<file path="src/rtl/sio_pkg.sv">
package sio_pkg;

    typedef enum logic [1:0] {
        RXC_EMPTY = 2'b00,
        RXC_FERR  = 2'b01,
        RXC_FULL  = 2'b10,
        RXC_OVR   = 2'b11
    } rxc_e;

    typedef enum logic [2:0] {
        TX_IDLE,
        TX_START,
        TX_DATA,
        TX_NINTH,
        TX_STOP
    } tx_st_e;

    typedef enum logic [2:0] {
        RX_IDLE,
        RX_START,
        RX_DATA,
        RX_NINTH,
        RX_STOP,
        RX_HOLD
    } rx_st_e;

    // register bit positions
    localparam int unsigned BIT_RDRF = 7;
    localparam int unsigned BIT_TEMPTY = 5;
    localparam int unsigned BIT_TIE = 4;
    localparam int unsigned BIT_RIE = 3;
    localparam int unsigned BIT_SEL = 1;

    // parity bit for a byte: even=0 gives odd total, even=1 gives even total
    function automatic logic make_parity(input logic [7:0] d, input logic even);
        return even ? (^d) : ~(^d);
    endfunction

endpackage

</file>
<file path="src/rtl/sio_tx.sv">
module sio_tx
    import sio_pkg::*;
#(
    parameter int unsigned CLKS_PER_BIT = 16,
    parameter int unsigned DATA_W = 8
) (
    input  logic              clk,
    input  logic              rst_n,
    input  logic              wr,
    input  logic [DATA_W-1:0] wr_data,
    input  logic              par_on,
    input  logic              nine_mode,
    input  logic              sel_bit,
    output logic              ser_out,
    output logic              tempty
);

    localparam int unsigned CW = $clog2(CLKS_PER_BIT);
    localparam int unsigned IW = $clog2(DATA_W);
    localparam logic [CW-1:0] CNT_LAST = CW'(CLKS_PER_BIT - 1);
    localparam logic [IW-1:0] IDX_LAST = IW'(DATA_W - 1);

    tx_st_e            st, st_nxt;
    logic [CW-1:0]     cnt;
    logic [IW-1:0]     idx;
    logic [DATA_W-1:0] hold_q;
    logic [DATA_W-1:0] shreg;
    logic              ninth_q;
    logic              ninth_en_q;
    logic              bit_end;
    logic              load;

    assign bit_end = (cnt == CNT_LAST);
    assign load    = (st == TX_IDLE) && !tempty;

    always_comb begin
        st_nxt = st;
        unique case (st)
            TX_IDLE:  if (!tempty) st_nxt = TX_START;
            TX_START: if (bit_end) st_nxt = TX_DATA;
            TX_DATA:  if (bit_end && idx == IDX_LAST)
                          st_nxt = ninth_en_q ? TX_NINTH : TX_STOP;
            TX_NINTH: if (bit_end) st_nxt = TX_STOP;
            TX_STOP:  if (bit_end) st_nxt = TX_IDLE;
            default:  st_nxt = TX_IDLE;
        endcase
    end

    always_ff @(posedge clk or negedge rst_n) begin
        if (!rst_n) st <= TX_IDLE;
        else        st <= st_nxt;
    end

    always_ff @(posedge clk or negedge rst_n) begin
        if (!rst_n) begin
            cnt        <= '0;
            idx        <= '0;
            hold_q     <= '0;
            shreg      <= '0;
            ninth_q    <= 1'b0;
            ninth_en_q <= 1'b0;
            tempty     <= 1'b1;
        end else begin
            if (st == TX_IDLE || bit_end) cnt <= '0;
            else                          cnt <= cnt + 1'b1;

            if (wr) hold_q <= wr_data;

            if (wr)        tempty <= 1'b0;
            else if (load) tempty <= 1'b1;

            if (load) begin
                shreg      <= hold_q;
                idx        <= '0;
                ninth_q    <= par_on ? make_parity(hold_q, sel_bit) : sel_bit;
                ninth_en_q <= par_on | nine_mode;
            end else if (st == TX_DATA && bit_end) begin
                shreg <= shreg >> 1;
                idx   <= idx + 1'b1;
            end
        end
    end

    always_comb begin
        unique case (st)
            TX_IDLE:  ser_out = 1'b1;
            TX_START: ser_out = 1'b0;
            TX_DATA:  ser_out = shreg[0];
            TX_NINTH: ser_out = ninth_q;
            TX_STOP:  ser_out = 1'b1;
            default:  ser_out = 1'b1;
        endcase
    end

endmodule

</file>
<file path="src/rtl/sio_rx.sv">
module sio_rx
    import sio_pkg::*;
#(
    parameter int unsigned CLKS_PER_BIT = 16,
    parameter int unsigned DATA_W = 8,
    parameter int unsigned SYNC_STAGES = 2
) (
    input  logic              clk,
    input  logic              rst_n,
    input  logic              ser_in,
    input  logic              par_on,
    input  logic              nine_mode,
    input  logic              sel_bit,
    output logic              done,
    output logic [DATA_W-1:0] data,
    output logic              ninth,
    output logic              stop_ok,
    output logic              par_err
);

    localparam int unsigned CW = $clog2(CLKS_PER_BIT);
    localparam int unsigned IW = $clog2(DATA_W);
    localparam logic [CW-1:0] CNT_LAST = CW'(CLKS_PER_BIT - 1);
    localparam logic [CW-1:0] CNT_HALF = CW'(CLKS_PER_BIT / 2 - 1);
    localparam logic [IW-1:0] IDX_LAST = IW'(DATA_W - 1);

    logic [SYNC_STAGES-1:0] sync_q;
    logic                   rxs;
    rx_st_e                 st, st_nxt;
    logic [CW-1:0]          cnt;
    logic [IW-1:0]          idx;
    logic [DATA_W-1:0]      shreg;
    logic                   ninth_q;
    logic                   has9_q;
    logic                   bit_end;

    assign rxs     = sync_q[SYNC_STAGES-1];
    assign bit_end = (cnt == CNT_LAST);

    always_ff @(posedge clk or negedge rst_n) begin
        if (!rst_n) sync_q <= '1;
        else        sync_q <= {sync_q[SYNC_STAGES-2:0], ser_in};
    end

    always_comb begin
        st_nxt = st;
        unique case (st)
            RX_IDLE:  if (!rxs) st_nxt = RX_START;
            RX_START: if (cnt == CNT_HALF) st_nxt = rxs ? RX_IDLE : RX_DATA;
            RX_DATA:  if (bit_end && idx == IDX_LAST)
                          st_nxt = has9_q ? RX_NINTH : RX_STOP;
            RX_NINTH: if (bit_end) st_nxt = RX_STOP;
            RX_STOP:  if (bit_end) st_nxt = rxs ? RX_IDLE : RX_HOLD;
            RX_HOLD:  if (rxs) st_nxt = RX_IDLE;
            default:  st_nxt = RX_IDLE;
        endcase
    end

    always_ff @(posedge clk or negedge rst_n) begin
        if (!rst_n) st <= RX_IDLE;
        else        st <= st_nxt;
    end

    always_ff @(posedge clk or negedge rst_n) begin
        if (!rst_n) begin
            cnt     <= '0;
            idx     <= '0;
            shreg   <= '0;
            ninth_q <= 1'b0;
            has9_q  <= 1'b0;
        end else begin
            if (st == RX_IDLE || st == RX_HOLD || st_nxt != st || bit_end) cnt <= '0;
            else                                                            cnt <= cnt + 1'b1;

            if (st == RX_START && st_nxt == RX_DATA) begin
                idx     <= '0;
                ninth_q <= 1'b0;
                has9_q  <= par_on | nine_mode;
            end else if (st == RX_DATA && bit_end) begin
                shreg <= {rxs, shreg[DATA_W-1:1]};
                idx   <= idx + 1'b1;
            end else if (st == RX_NINTH && bit_end) begin
                ninth_q <= rxs;
            end
        end
    end

    // frame result, presented for one cycle after the stop bit sample
    always_ff @(posedge clk or negedge rst_n) begin
        if (!rst_n) begin
            done    <= 1'b0;
            data    <= '0;
            ninth   <= 1'b0;
            stop_ok <= 1'b0;
            par_err <= 1'b0;
        end else begin
            done <= (st == RX_STOP) && bit_end;
            if (st == RX_STOP && bit_end) begin
                data    <= shreg;
                ninth   <= ninth_q;
                stop_ok <= rxs;
                par_err <= par_on && ((^{shreg, ninth_q}) == sel_bit);
            end
        end
    end

endmodule

</file>
<file path="src/rtl/sio_regs.sv">
module sio_regs
    import sio_pkg::*;
#(
    parameter int unsigned DATA_W = 8
) (
    input  logic              clk,
    input  logic              rst_n,
    input  logic              stat_wr,
    input  logic [7:0]        stat_wdata,
    input  logic              rxd_rd,
    input  logic              err_clr,
    input  logic              rx_done,
    input  logic [DATA_W-1:0] rx_data,
    input  logic              rx_ninth,
    input  logic              rx_stop_ok,
    input  logic              rx_par_err,
    input  logic              tempty,
    output logic [7:0]        stat_rdata,
    output logic              sel_bit,
    output logic [DATA_W-1:0] rxd_data,
    output logic              rx_irq,
    output logic              tx_irq
);

    rxc_e code, code_nxt;
    logic tie_q;
    logic rie_q;
    logic rd8_q;
    logic good_frame;

    assign good_frame = rx_stop_ok && !rx_par_err;

    always_comb begin
        code_nxt = code;
        if (rx_done) begin
            unique case (code)
                RXC_FULL, RXC_OVR:   code_nxt = RXC_OVR;
                RXC_EMPTY, RXC_FERR: code_nxt = good_frame ? RXC_FULL : RXC_FERR;
                default:             code_nxt = code;
            endcase
        end else if (err_clr) begin
            unique case (code)
                RXC_FERR: code_nxt = RXC_EMPTY;
                RXC_OVR:  code_nxt = RXC_FULL;
                default:  code_nxt = code;
            endcase
        end else if (rxd_rd && code == RXC_FULL) begin
            code_nxt = RXC_EMPTY;
        end
    end

    always_ff @(posedge clk or negedge rst_n) begin
        if (!rst_n) code <= RXC_EMPTY;
        else        code <= code_nxt;
    end

    always_ff @(posedge clk or negedge rst_n) begin
        if (!rst_n) begin
            rxd_data <= '0;
            rd8_q    <= 1'b0;
        end else if (rx_done && !code[1] && good_frame) begin
            rxd_data <= rx_data;
            rd8_q    <= rx_ninth;
        end
    end

    always_ff @(posedge clk or negedge rst_n) begin
        if (!rst_n) begin
            tie_q   <= 1'b0;
            rie_q   <= 1'b0;
            sel_bit <= 1'b1;
        end else if (stat_wr) begin
            tie_q   <= stat_wdata[BIT_TIE];
            rie_q   <= stat_wdata[BIT_RIE];
            sel_bit <= stat_wdata[BIT_SEL];
        end
    end

    always_comb begin
        stat_rdata = {code, tempty, tie_q, rie_q, 1'b0, sel_bit, rd8_q};
        rx_irq     = rie_q && (code != RXC_EMPTY);
        tx_irq     = tie_q && tempty;
    end

endmodule

</file>
<file path="src/rtl/sio_stat_ctl.sv">
module sio_stat_ctl
    import sio_pkg::*;
#(
    parameter int unsigned CLKS_PER_BIT = 16,
    parameter int unsigned DATA_W = 8
) (
    input  logic              clk,
    input  logic              rst_n,
    input  logic              stat_wr,
    input  logic [7:0]        stat_wdata,
    output logic [7:0]        stat_rdata,
    input  logic              txd_wr,
    input  logic [DATA_W-1:0] txd_data,
    input  logic              rxd_rd,
    output logic [DATA_W-1:0] rxd_data,
    input  logic              err_clr,
    input  logic              nine_bit_mode,
    input  logic              parity_on,
    input  logic              ser_in,
    output logic              ser_out,
    output logic              rx_irq,
    output logic              tx_irq
);

    logic              sel_bit;
    logic              tempty;
    logic              rx_done;
    logic [DATA_W-1:0] rx_data;
    logic              rx_ninth;
    logic              rx_stop_ok;
    logic              rx_par_err;

    sio_tx #(.CLKS_PER_BIT(CLKS_PER_BIT), .DATA_W(DATA_W)) tx_i (
        .clk       (clk),
        .rst_n     (rst_n),
        .wr        (txd_wr),
        .wr_data   (txd_data),
        .par_on    (parity_on),
        .nine_mode (nine_bit_mode),
        .sel_bit   (sel_bit),
        .ser_out   (ser_out),
        .tempty    (tempty)
    );

    sio_rx #(.CLKS_PER_BIT(CLKS_PER_BIT), .DATA_W(DATA_W), .SYNC_STAGES(2)) rx_i (
        .clk       (clk),
        .rst_n     (rst_n),
        .ser_in    (ser_in),
        .par_on    (parity_on),
        .nine_mode (nine_bit_mode),
        .sel_bit   (sel_bit),
        .done      (rx_done),
        .data      (rx_data),
        .ninth     (rx_ninth),
        .stop_ok   (rx_stop_ok),
        .par_err   (rx_par_err)
    );

    sio_regs #(.DATA_W(DATA_W)) regs_i (
        .clk        (clk),
        .rst_n      (rst_n),
        .stat_wr    (stat_wr),
        .stat_wdata (stat_wdata),
        .rxd_rd     (rxd_rd),
        .err_clr    (err_clr),
        .rx_done    (rx_done),
        .rx_data    (rx_data),
        .rx_ninth   (rx_ninth),
        .rx_stop_ok (rx_stop_ok),
        .rx_par_err (rx_par_err),
        .tempty     (tempty),
        .stat_rdata (stat_rdata),
        .sel_bit    (sel_bit),
        .rxd_data   (rxd_data),
        .rx_irq     (rx_irq),
        .tx_irq     (tx_irq)
    );

endmodule

</file>
<file path="config.mk">
export PLATFORM = sky130hd
export DESIGN_NAME = sio_stat_ctl
export DESIGN_NICKNAME = d
export VERILOG_FILES = /design/src/rtl/sio_pkg.sv /design/src/rtl/sio_tx.sv /design/src/rtl/sio_rx.sv /design/src/rtl/sio_regs.sv /design/src/rtl/sio_stat_ctl.sv
export SDC_FILE = /design/constraint.sdc
export NUM_CORES = 1
export LEC_CHECK = 0
export CAP_MARGIN = 10
export CORE_MARGIN = 10
export CORE_UTILIZATION = 45
export DETAILED_ROUTE_END_ITERATION = 7
export DONT_BUFFER_PORTS = 1
export PLACE_DENSITY_LB_ADDON = 0.15
export REMOVE_ABC_BUFFERS = 1
export SYNTH_ARGS = -nofsm -noshare
export SYNTH_HDL_FRONTEND = slang
export SYNTH_SLANG_ARGS = --single-unit
</file>
<file path="constraint.sdc">
create_clock -name clk -period 1.5 [get_ports clk]
set_input_delay 0.3 -clock clk [delete_from_list [all_inputs] [get_ports clk]]
set_output_delay 0.3 -clock clk [all_outputs]
set_load 0.05 [all_outputs]
</file>
; Word level (Yosys, flattened, before mapping)
; Cells that the tools add are included.
[word_totals]
ff_bits = 77
input_bits = 25
wordCells = 138
[classes]
addsub = 4
n_eq_ne = 27
muxes = 39
n_bitwise = 3
n_reduce_logical = 39
[ops]
columns = operator, count
row1 = $mux W3, 18
row2 = $pmux W3 S6, 1
row3 = $mux W8, 2
row4 = $eq A3 B2 Y1 const B, 5
row5 = $eq A3 B3 Y1 const B, 5
row6 = $logic_and A1 B1 Y1, 15
row7 = $pmux W3 S5, 1
row8 = $mux W2, 5
row9 = $ne A2 B1 Y1 const B, 5
row10 = $reduce_bool A2 Y1, 5
row11 = $reduce_xor A9 Y1, 1
row12 = $add A4 B1 Y4 const B, 2
row13 = $eq A4 B4 Y1 const B, 2
row14 = $mux W4, 2
row15 = $pmux W2 S2, 2
row16 = $reduce_xor A8 Y1, 1
row17 = $mux W1, 7
row18 = $add A3 B1 Y3 const B, 2
row19 = $eq A3 B1 Y1 const B, 2
row20 = $logic_not A3 Y1, 2
row21 = $reduce_and A2 Y1, 3
row22 = $reduce_and A5 Y1, 1
row23 = $eq A2 B2 Y1 const B, 2
row24 = $eq A4 B3 Y1 const B, 1
row25 = 13 further kinds, 20

; Logic depth before layout (Yosys ltp)
[depth]
word_depth = 8
ltp_mapped = 7
depth_no_buf = 6

; Cells and area by module
; A second synthesis with hierarchy kept.
[unflattened]
hier_cells = 290
area_unflattened_um2 = 3590.9
[by_module_without_submodules]
columns = module, instances, cells_each, area_each_um2, seq_area_each_um2
row1 = sio_rx, 1, 121, 1601.5, 853.3
row2 = sio_tx, 1, 126, 1376.3, 726.9
row3 = sio_regs, 1, 43, 613.1, 351.6

; Worst setup path after synthesis
; OpenSTA, ideal clock, no wires.
[synth_path]
path_kind = register -> register
startpoint = register rx_i.cnt[0]
endpoint = register rx_i.data[1]
setup_time_ns = 0.125
arrival_ns = 1.501
required_time_ns = 1.375
path_slack_ns = -0.125
path_stages_with_launch = 6
path_buffers = 1
period_less_slack_ns = 1.625
path_cell_list = dfrtp_1 ha_1 and3_1 nand3_1 buf_2 mux2_2
[synth_between]
elab_chain_cells = 2
[synth_lines]
columns = element, line
row1 = from (decl), sio_rx.sv:30  ; logic [CW-1:0] cnt;
row2 = from (signal assigned), sio_rx.sv:73  ; else cnt <= cnt + 1'b1;
row3 = $eq A4 B4 Y1, sio_rx.sv:38  ; assign bit_end = (cnt == CNT_LAST);
row4 = $logic_and A1 B1 Y1, sio_rx.sv:98  ; if (st == RX_STOP && bit_end) begin
row5 = to (signal assigned), sio_rx.sv:99  ; data <= shreg;
row6 = to (decl), sio_rx.sv:15  ; output logic [DATA_W-1:0] data,
; No other way between the ends.
; A chain may end at the register's enable or synchronous reset.

; Worst setup path after layout
[layout_path]
startpoint = register tx_i.st[2]
endpoint = output port ser_out
[layout_between]
elab_chain_cells = 2
elab_cells_between_ends = 4
classes_between = eq/ne (3) / mux (1)
[layout_lines]
columns = element, line
row1 = from (decl), sio_tx.sv:23  ; tx_st_e st, st_nxt;
row2 = from (signal assigned), sio_tx.sv:51  ; else st <= st_nxt;
row3 = $eq A3 B2 Y1 / $eq A3 B1 Y1 (equally long branches), sio_tx.sv:85  ; unique case (st)
row4 = $pmux W1 S3 *, sio_tx.sv:85
row5 = to (decl), sio_stat_ctl.sv:20  ; output logic ser_out,
; Every way passes the cells marked *; elsewhere a longest branch is shown, timed or not.

==> impl_metrics.env <==
export IMPL_drv_slew=0
export IMPL_finalCritPeriodShare=1.127
export IMPL_synth_ff_latch_count=77
export IMPL_synth_flop_cell="dfrtp_1"
export IMPL_viasPerCell=5.161
export IMPL_grt_pass1_vias=2281
export IMPL_cts_root_buf="clkbuf_8"
export IMPL_drc=0
export IMPL_synthesis_area_sq_um=3505
export IMPL_numClockSinks=77
export IMPL_worst_pin_slew_ps=530.1
export IMPL_wl_um=6919
export IMPL_hp_class="in -> async"
export IMPL_max_slew_margin=0.6466
export IMPL_postSynth_asyncResetShare=1.000
export IMPL_gr_total_overflow=0
export IMPL_fin_ws_ps=-191.0
export IMPL_critPathMaxFanout=2
export IMPL_fin_hold_ws_ps=-365.8
export IMPL_place_ws_ps=-120.4
export IMPL_hold_buffers=2
export IMPL_clockBufferDepth=2
export IMPL_die_w_um=108.3
export IMPL_synth_area_per_cell_sq_um=12.08
export IMPL_final_layout_size_suffix_gt1_frac=0.4059
export IMPL_maxCapViolCount=0
export IMPL_cts_htree_levels=3
export IMPL_track_usage=0.1236
export IMPL_post_route_min_period_ps=1691
export IMPL_cts_tree="built"
export IMPL_design_die_area_sq_um=11720
export IMPL_place_congestion=0.8084
export IMPL_fmax_mhz=591.4
export IMPL_worstSetupPathType="reg -> out"
export IMPL_arrival_ps=1390
export IMPL_io_pins=44
export IMPL_rows=32
export IMPL_port_buffers=0
export IMPL_n_antenna_cell=0
export IMPL_vdd_drop_max_uv=743.9
export IMPL_clk_pin_slew_ps=80
export IMPL_yosys_warnings=0
export IMPL_p_leak_nw=2.018
export IMPL_clock_latency_ps=350
export IMPL_dr_first_iter_drc_count=62
export IMPL_grt_pass1_wl_um=11490
export IMPL_finalClockSkew_ps=8.030
export IMPL_die_h_um=108.3
export IMPL_place_inst=409
export IMPL_final_util=0.5712
export IMPL_cp_end_kind="output port"
export IMPL_hold_viol=77
export IMPL_layout_common_cells="dfrtp_1, mux2_2, buf_4"
export IMPL_wire_per_inst_um=15.65
export IMPL_synth_cell_types=44
export IMPL_synthCells=290
export IMPL_cp_start_kind="flip-flop"
export IMPL_worst_ep_required_time_ps=1200
export IMPL_power_density_nw_per_um2=1516
export IMPL_fin_cells=442
export IMPL_violations="negative hold slack, negative setup slack"
export IMPL_yosysSeqAreaShare=0.5512
export IMPL_synth_edff_count=0
export IMPL_postRouteAntennaNets=0
export IMPL_cts_buffers=9
export IMPL_grt_max_degree=78
export IMPL_rsz0062_at_grt="true"
export IMPL_final_common_cell="dfrtp_1"
export IMPL_dr_total_vias=2281
export IMPL_dp_hpwl_um=4597
export IMPL_setup_viol=12
export IMPL_areaGrowthSynthToFinish_pct=24.63
export IMPL_first_pass_iters=4
export IMPL_outcome="complete, but fails checks"
export IMPL_antenna_found_initial=0
export IMPL_nets=366
export IMPL_start_util=0.4583
export IMPL_core_area_sq_um=7647
layer usage:
layer	wire, um	track usage	vias to the layer above
li1	-	-	1098
met2	3163	0.1797	43
met1	3181	0.1606	1128
met4	131	0.05367	0
met5	0	0	-
met3	442	0.04759	12
critical path, cell delays in order (launching register included):
cell     delay (ps)
dfrtp_1         410
buf_6           120
a311o_1         350
buf_12          160
layout make-up:
class                   count  area [sq um]
flip-flops and latches     77          1932
multi-input cells         190          1584
repair buffers             51         491.7
well taps                 102         127.6
clock inverters             5         58.81
fillers                   635          3279
inverters                   6         22.52
clock buffers              11         151.4
synth_stat cells (2+ instances only):
library cell	number	area, sq um
a22o_1	5	43.79
clkbuf_1	3	11.26
nand2_1	17	63.81
a22oi_1	5	37.54
dfstp_2	4	105.1
nand3b_1	2	15.01
ha_1	6	75.07
mux2i_1	5	50.05
and2_1	3	18.77
dfrtp_1	73	1827
xnor2_1	16	140.1
o21ai_0	13	65.06
nor3_1	5	25.02
buf_4	7	52.55
mux2_2	41	461.7
and3_1	3	18.77
inv_1	6	22.52
a31oi_1	2	12.51
nor2_1	21	78.83
a21oi_1	10	50.05
xor2_1	3	26.28
nand2b_1	4	25.02
nor2b_1	4	25.02
buf_2	6	30.03
nor3b_1	2	15.01
nand4_1	2	12.51
nand3_1	5	25.02
repair_timing:
action / 4_1_cts / 5_1_grt
resized for setup: 16 / 32
buffers inserted: 7 / 9
endpoints found under the hold margin: 79 / 77
pin swaps: 2 / 15
setup endpoints to repair: 26 / 45
power by group:
group / total (W) / internal, W / switching [W]
combinational: 0.00227 / 0.00118 / 0.00108
clock: 0.00163 / 0.000859 / 0.000768
sequential: 0.00273 / 0.00244 / 0.000286
sequential cells by signal, summed over array words and instances (netlist names), 2 cells and up:
| name | flops |
|---|---|
| regs_i.code | 2 |
| regs_i.rxd_data | 8 |
| rx_i.cnt | 4 |
| rx_i.data | 8 |
| rx_i.idx | 3 |
| rx_i.shreg | 8 |
| rx_i.st | 3 |
| rx_i.sync_q | 2 |
| tx_i.cnt | 4 |
| tx_i.hold_q | 8 |
| tx_i.idx | 3 |
| tx_i.shreg | 8 |
| tx_i.st | 3 |
per-stage QoR:
step / TNS [ps] / power [W] / cell area [sq um]
4_1_cts: -389.7 / 0.006336 / 4170
6_report: -692.1 / 0.006621 / 4368
3_5_place_dp: -1004 / 0.004556 / 3839
2_1_floorplan: -11310 / 0.003893 / 3400
5_1_grt: -1568 / 0.007070 / 4368
3_3_place_gp: -537.1 / 0.004506 / 3839
path summary, 6_finish.rpt:
path                                 from                 end  slack (ps)  depth (start not counted)
min reg2reg                rx_i.sync_q[0]      rx_i.sync_q[1]         360                          0
min in group clk                   rxd_rd      regs_i.code[1]          60                          1
max reg2reg                    tx_i.st[0]        tx_i.ninth_q         -70                          6
max in group asynchronous           rst_n      regs_i.sel_bit        1650                          0
min                                 rst_n  regs_i.rxd_data[5]        -370                          0
max                            tx_i.st[2]             ser_out        -190                          3
cells by family after synthesis:
family	after synthesis	synth area share
AOI/OAI and AO/OA	40	0.07141
xor gates and xnor gates	20	0.05391
adders and majority gates	6	0.02142
buffers and inverters	23	0.03641
DFF	77	0.5512
muxes	46	0.1460
other	1	0.001070
and+or+nand+nor	77	0.1185
No activity file was read; power rests on OpenSTA's default activity.
